--- src/rtl/baud_pkg.sv ---
package baud_pkg;

  typedef enum logic [1:0] {
    OVS_X16   = 2'b00,
    OVS_X8    = 2'b01,
    OVS_X4    = 2'b10,
    OVS_X16_B = 2'b11
  } ovs_mode_e;

  // index of the last sampling tick in one bit time
  function automatic logic [3:0] ovs_last(ovs_mode_e m);
    case (m)
      OVS_X8:  return 4'd7;
      OVS_X4:  return 4'd3;
      default: return 4'd15;
    endcase
  endfunction

endpackage

--- src/rtl/baud_prescale.sv ---
module baud_prescale #(
  parameter int PRE_DIV = 4
) (
  input  logic clk,
  input  logic rst,
  input  logic restart,
  input  logic sel,
  output logic pre_en
);
  localparam int PW = (PRE_DIV > 1) ? $clog2(PRE_DIV) : 1;

  logic [PW-1:0] cnt;

  always_ff @(posedge clk) begin
    if (rst || restart) cnt <= '0;
    else if (cnt == PW'(PRE_DIV - 1)) cnt <= '0;
    else cnt <= cnt + 1'b1;
  end

  assign pre_en = !sel || (cnt == PW'(PRE_DIV - 1));

  // with divide-by-4 selected, enables are never adjacent
  a_r5_pre_spaced: assert property (@(posedge clk) disable iff (rst)
    (sel && $past(sel) && !$past(restart) && pre_en) |-> !$past(pre_en));

endmodule

--- src/rtl/baud_frac_div.sv ---
module baud_frac_div #(
  parameter int INT_W  = 16,
  parameter int FRAC_W = 4
) (
  input  logic              clk,
  input  logic              rst,
  input  logic              restart,
  input  logic              pre_en,
  input  logic [INT_W-1:0]  div_int,
  input  logic [FRAC_W-1:0] div_frac,
  output logic              hit
);
  logic [INT_W-1:0]  cnt;
  logic [FRAC_W-1:0] acc;
  logic [INT_W-1:0]  int_eff;
  logic [FRAC_W:0]   acc_sum;
  logic              stretch;
  logic [INT_W-1:0]  last;

  always_comb begin
    int_eff = (div_int == '0) ? INT_W'(1) : div_int;
    acc_sum = {1'b0, acc} + {1'b0, div_frac};
    stretch = acc_sum[FRAC_W];
    last    = int_eff - INT_W'(1) + INT_W'(stretch);
  end

  assign hit = pre_en && (cnt == last);

  always_ff @(posedge clk) begin
    if (rst || restart) begin
      cnt <= '0;
      acc <= '0;
    end else if (pre_en) begin
      if (cnt == last) begin
        cnt <= '0;
        acc <= acc_sum[FRAC_W-1:0];
      end else begin
        cnt <= cnt + 1'b1;
      end
    end
  end

  // the count never passes the stretched period length
  a_r4_cnt_bound: assert property (@(posedge clk) disable iff (rst)
    cnt <= int_eff);

  // the phase advances by the fraction once per sampling period
  a_r4_acc_step: assert property (@(posedge clk) disable iff (rst)
    (hit && !restart) |=> (acc == FRAC_W'($past(acc) + $past(div_frac))));

endmodule

--- src/rtl/baud_bit_count.sv ---
module baud_bit_count
  import baud_pkg::*;
(
  input  logic      clk,
  input  logic      rst,
  input  logic      restart,
  input  ovs_mode_e mode,
  input  logic      hit,
  output logic      bit_hit
);
  logic [3:0] cnt;
  logic [3:0] lim;

  assign lim     = ovs_last(mode);
  assign bit_hit = hit && (cnt == lim);

  always_ff @(posedge clk) begin
    if (rst || restart) cnt <= '0;
    else if (hit) cnt <= bit_hit ? 4'd0 : cnt + 4'd1;
  end

  // samples-per-bit count stays inside the selected mode
  a_r6_cnt_bound: assert property (@(posedge clk) disable iff (rst)
    cnt <= lim);

endmodule

--- src/rtl/frac_baud_gen.sv ---
module frac_baud_gen
  import baud_pkg::*;
#(
  parameter int BYTE_W  = 8,
  parameter int FRAC_W  = 4,
  parameter int PRE_DIV = 4
) (
  input  logic              clk,
  input  logic              rst,
  input  logic              cfg_wr_i,
  input  logic [BYTE_W-1:0] div_lo_i,
  input  logic [BYTE_W-1:0] div_hi_i,
  input  logic [FRAC_W+1:0] div_fm_i,
  input  logic              pre_sel_i,
  output logic              samp_tick_o,
  output logic              bit_tick_o
);
  localparam int INT_W = 2 * BYTE_W;
  localparam int FM_W  = FRAC_W + 2;

  logic [BYTE_W-1:0] lo_q, hi_q;
  logic [FM_W-1:0]   fm_q;
  logic              pre_en, hit, bit_hit;
  ovs_mode_e         mode;

  always_ff @(posedge clk) begin
    if (rst) begin
      lo_q <= BYTE_W'(1);
      hi_q <= '0;
      fm_q <= '0;
    end else if (cfg_wr_i) begin
      lo_q <= div_lo_i;
      hi_q <= div_hi_i;
      fm_q <= div_fm_i;
    end
  end

  assign mode = ovs_mode_e'(fm_q[FM_W-1:FRAC_W]);

  baud_prescale #(.PRE_DIV(PRE_DIV)) u_pre (
    .clk(clk), .rst(rst), .restart(cfg_wr_i),
    .sel(pre_sel_i), .pre_en(pre_en)
  );

  baud_frac_div #(.INT_W(INT_W), .FRAC_W(FRAC_W)) u_div (
    .clk(clk), .rst(rst), .restart(cfg_wr_i), .pre_en(pre_en),
    .div_int({hi_q, lo_q}), .div_frac(fm_q[FRAC_W-1:0]), .hit(hit)
  );

  baud_bit_count u_bit (
    .clk(clk), .rst(rst), .restart(cfg_wr_i),
    .mode(mode), .hit(hit), .bit_hit(bit_hit)
  );

  always_ff @(posedge clk) begin
    if (rst || cfg_wr_i) begin
      samp_tick_o <= 1'b0;
      bit_tick_o  <= 1'b0;
    end else begin
      samp_tick_o <= hit;
      bit_tick_o  <= bit_hit;
    end
  end

  // a bit tick always rides on a sampling tick
  a_r8_bit_on_samp: assert property (@(posedge clk) disable iff (rst)
    bit_tick_o |-> samp_tick_o);

  // both ticks are quiet in the cycle after a load
  a_r7_quiet_after_load: assert property (@(posedge clk) disable iff (rst)
    $past(cfg_wr_i) |-> (!samp_tick_o && !bit_tick_o));

  // prescaled ticks are never back to back
  a_r5_no_adjacent: assert property (@(posedge clk) disable iff (rst)
    (pre_sel_i && $past(pre_sel_i) && samp_tick_o) |-> !$past(samp_tick_o));

endmodule

--- config.mk ---
export PLATFORM = sky130hd
export DESIGN_NAME = frac_baud_gen
export DESIGN_NICKNAME = d
export VERILOG_FILES = /design/src/rtl/baud_pkg.sv /design/src/rtl/baud_prescale.sv /design/src/rtl/baud_frac_div.sv /design/src/rtl/baud_bit_count.sv /design/src/rtl/frac_baud_gen.sv
export SDC_FILE = /design/constraint.sdc
export NUM_CORES = 1
export LEC_CHECK = 0
export ABC_CLOCK_PERIOD_IN_PS = 4800
export BUFFER_PORTS_ARGS = -buffer_cell sky130_fd_sc_hd__buf_2
export CORE_MARGIN = 2
export CORE_UTILIZATION = 45
export DETAILED_ROUTE_END_ITERATION = 8
export PLACE_DENSITY = 0.6
export SYNTH_ARGS = -nofsm -noshare
export SYNTH_HDL_FRONTEND = slang
export SYNTH_SLANG_ARGS = --single-unit
export TNS_END_PERCENT = 10
--- constraint.sdc ---
create_clock -name clk -period 4.8 [get_ports clk]
set_input_delay 0.72 -clock clk [delete_from_list [all_inputs] [get_ports clk]]
set_output_delay 0.72 -clock clk [all_outputs]
set_load 0.005 [all_outputs]
==> metrics <==
Slew @ Worst Pin 910.0 ps; critical path endpoint u_div.cnt[14]$_SDFFE_PP0N_; clock power share 0.304; drc violations 0; Worst Path Required 4970 ps; Leakage Power 1.304 nW; final instance area 3108 um2; clock buffer depth 2; Post-synth EDFFs 0; FF-to-FF Start lo_q[4]$_SDFFE_PP0P_; Post-Synthesis Cell Area 2885 um2; setup TNS 0 ps; status finished, final reports clean; Initial DRC Count 116; Max Clock Freq 0.2450 GHz; RSZ-0062 raised after global routing false; vias in the first global route 2127; clock root buffer clkbuf_8; post-CTS resize count 0; VDD IR-drop max 0.1240 mV; Final WS setup 718.5 ps; Slew Viols, Final 0; total power 0.0008274 W; hold crit path type register to register; core area 6277 um2; clock insertion delay at the later pin of the skew report 300 ps; Pre-Repair DR Iteration Count 4; CTS tree yes; WL/cell 14.84 um; Fin. Hold Viols 0; Row Count 29; TritonCTS buffer count 5; area occupied by multi-input gates 1750 um2; nets 377; asr flop ratio synth 0; switching power 0.0002253 W; Post-synth top cells dfxtp_1, nor2_1, mux2i_1, nand2_1, xnor2_1; gr usage total 0.1830; internal power consumption 0.0006021 W; share of layout cells above drive strength 1 0.1496; placed instance area 3017 um2; syn_area_per_cell 8.878 um2; GR Overflow Total 0; min Tclk post-route 4081 ps; Hold Slack 426.3 ps; largest net degree at the start of global routing 27; Avg Vias per Cell 5.569; Worst path max stage delay 650 ps; initial antenna violation count 0; switching share of total power 0.2723; max-capacitance violation count 0; Die Wd 84.08 um; synthesis-to-layout area growth 7.719%; period utilization 0.8503; Pwr per Cell Area 266.2 nW/um2; most numerous cell in the Yosys netlist dfxtp_1; top cells by area, synth dfxtp_1, mux2i_1, nor2_1, xnor2_1, xor2_1; synthesized netlist cell count 325; Routed WL 6.202 mm; sequential power share 0.538; reg2reg setup slack 720 ps; Worst R2R Path Depth 12; Critical Path Sink Type register; DPL Wire Length 4.716 mm; Routed Antenna Nets 0; starting density of the core 0.4596; FF+latch area 1001 um2; Ports 28; CP Cell Sequence or4_4 -> nor4_2 -> a21oi_1 -> ha_1 -> ha_1 -> or3b_2 -> nor4_2 -> or3_1 -> a21oi_1 -> nand4b_4 -> o21ai_2 -> nor2_1; post-CTS setup buffers 0; Crit Path Category register to register; crit start category register; largest area contributor in the netlist dfxtp_1; Combinational Power Share 0.158; Die Ht 84.08 um; Syn. warnings 0; Yosys top cell area share 0.3469; crit path from lo_q[4]$_SDFFE_PP0P_; die area 7069 um2; RD Place Congestion 0.8393; IO buf count 27; vias 2328; Post-Place Worst Slack 690.9 ps; post-synth cell types 57; Main synth FF type dfxtp_1; fill count 622; syn nets 362; ant diodes 0; Worst EP arrival 4260 ps; sequential area share after synthesis 0.3469; worst reg2reg path endpoint u_div.cnt[14]$_SDFFE_PP0N_; Rel. slew slack 0.3911; global-route wire length before repair 10.56 mm; Setup Viol. Count Final 0; crit-path max FO 13; Crit-path slowest cell or4_4; Hold-fix buffers, CTS 0; depth of the CTS H-tree 2; Clock Sinks 50; Layout Skew 2.781 ps; #FFs+latches synth 50; clk slew on worst S/H paths 90 ps
-- cell type report --
class | instances | area share
Clock inverter | 1 | 0.001610
Clock buffer | 7 | 0.02778
Timing Repair Buffer | 27 | 0.04348
Multi-Input combinational cell | 247 | 0.5632
Sequential cell | 50 | 0.3221
Inverter | 9 | 0.01087
Tap cell | 77 | 0.03100
-- critical path: cells and delay by family (launching register included) --
| family | cells | cell delay (ps) |
|---|---|---|
| and+or+nand+nor | 7 | 2150 |
| adders and majority gates | 2 | 500 |
| AOI/OAI and AO/OA | 3 | 880 |
| DFF | 1 | 400 |
-- layout by cell type, fill, tap and decap left out, types with 7 or more instances in the layout --
master    n
dfxtp_1  50
nor2_1   45
mux2i_1  27
buf_2    27
nand2_1  22
xnor2_1  17
xor2_1   15
nand3_1  13
ha_1     10
inv_1     9
a21oi_1   9
nor4_1    7
-- layer usage --
metal / GRT usage / wire length (um) / up-vias
li1: - / - / 1179
met1: 0.2682 / 3111 / 1089
met2: 0.2749 / 2724 / 54
met3: 0.03660 / 300 / 6
met4: 0.04399 / 65 / 0
met5: 0 / 0 / -
-- power groups by stage --
stage / sequential, W / combinational [W] / clock (W)
after global placement: 0.000454 / 0.000131 / 0
after detailed placement: 0.000455 / 0.000131 / 0
after floorplan: 0.000444 / 0.000112 / 0
after global routing: 0.000448 / 0.000147 / 0.000277
final: 0.000445 / 0.000131 / 0.000251
after CTS: 0.000445 / 0.000132 / 0.000262
-- per-stage QoR --
step / instances / util
after CTS: 418 / 0.4951
after global routing: 418 / 0.4951
after global placement: 410 / 0.4806
after detailed placement: 410 / 0.4806
final: 418 / 0.4951
after floorplan: 325 / -
-- how the worst min path moves through the flow --
| stage | from | end | slack (ps) | depth (start not counted) |
|---|---|---|---|---|
| 2_1_floorplan | u_pre.cnt[0]$_SDFF_PP0_ | u_pre.cnt[0]$_SDFF_PP0_ | 400 | 1 |
| 3_3_place_gp | u_pre.cnt[0]$_SDFF_PP0_ | u_pre.cnt[0]$_SDFF_PP0_ | 410 | 1 |
| 3_5_place_dp | u_pre.cnt[0]$_SDFF_PP0_ | u_pre.cnt[0]$_SDFF_PP0_ | 420 | 1 |
| 4_1_cts | u_pre.cnt[0]$_SDFF_PP0_ | u_pre.cnt[0]$_SDFF_PP0_ | 430 | 1 |
| 5_1_grt | u_pre.cnt[0]$_SDFF_PP0_ | u_pre.cnt[0]$_SDFF_PP0_ | 460 | 1 |
| 6_report | u_pre.cnt[0]$_SDFF_PP0_ | u_pre.cnt[0]$_SDFF_PP0_ | 430 | 1 |
-- cells by family (layout without fill, tap and decap cells) --
group / Yosys count / in the layout / synth area share
mux: 27 / 27 / 0.09367
simple gates: 134 / 134 / 0.2576
flops: 50 / 50 / 0.3469
fa+ha+maj: 11 / 11 / 0.05030
xor+xnor: 32 / 32 / 0.09714
compound gates: 43 / 43 / 0.1080
buf+inv: 28 / 44 / 0.04640
-- flip-flops by register name, indices dropped and copies added, names as in the netlist --
| register | flops |
|---|---|
| bit_tick_o | 1 |
| fm_q | 6 |
| hi_q | 8 |
| lo_q | 8 |
| samp_tick_o | 1 |
| u_bit.cnt | 4 |
| u_div.acc | 4 |
| u_div.cnt | 16 |
| u_pre.cnt | 2 |
(Power assumes the default switching activity.)
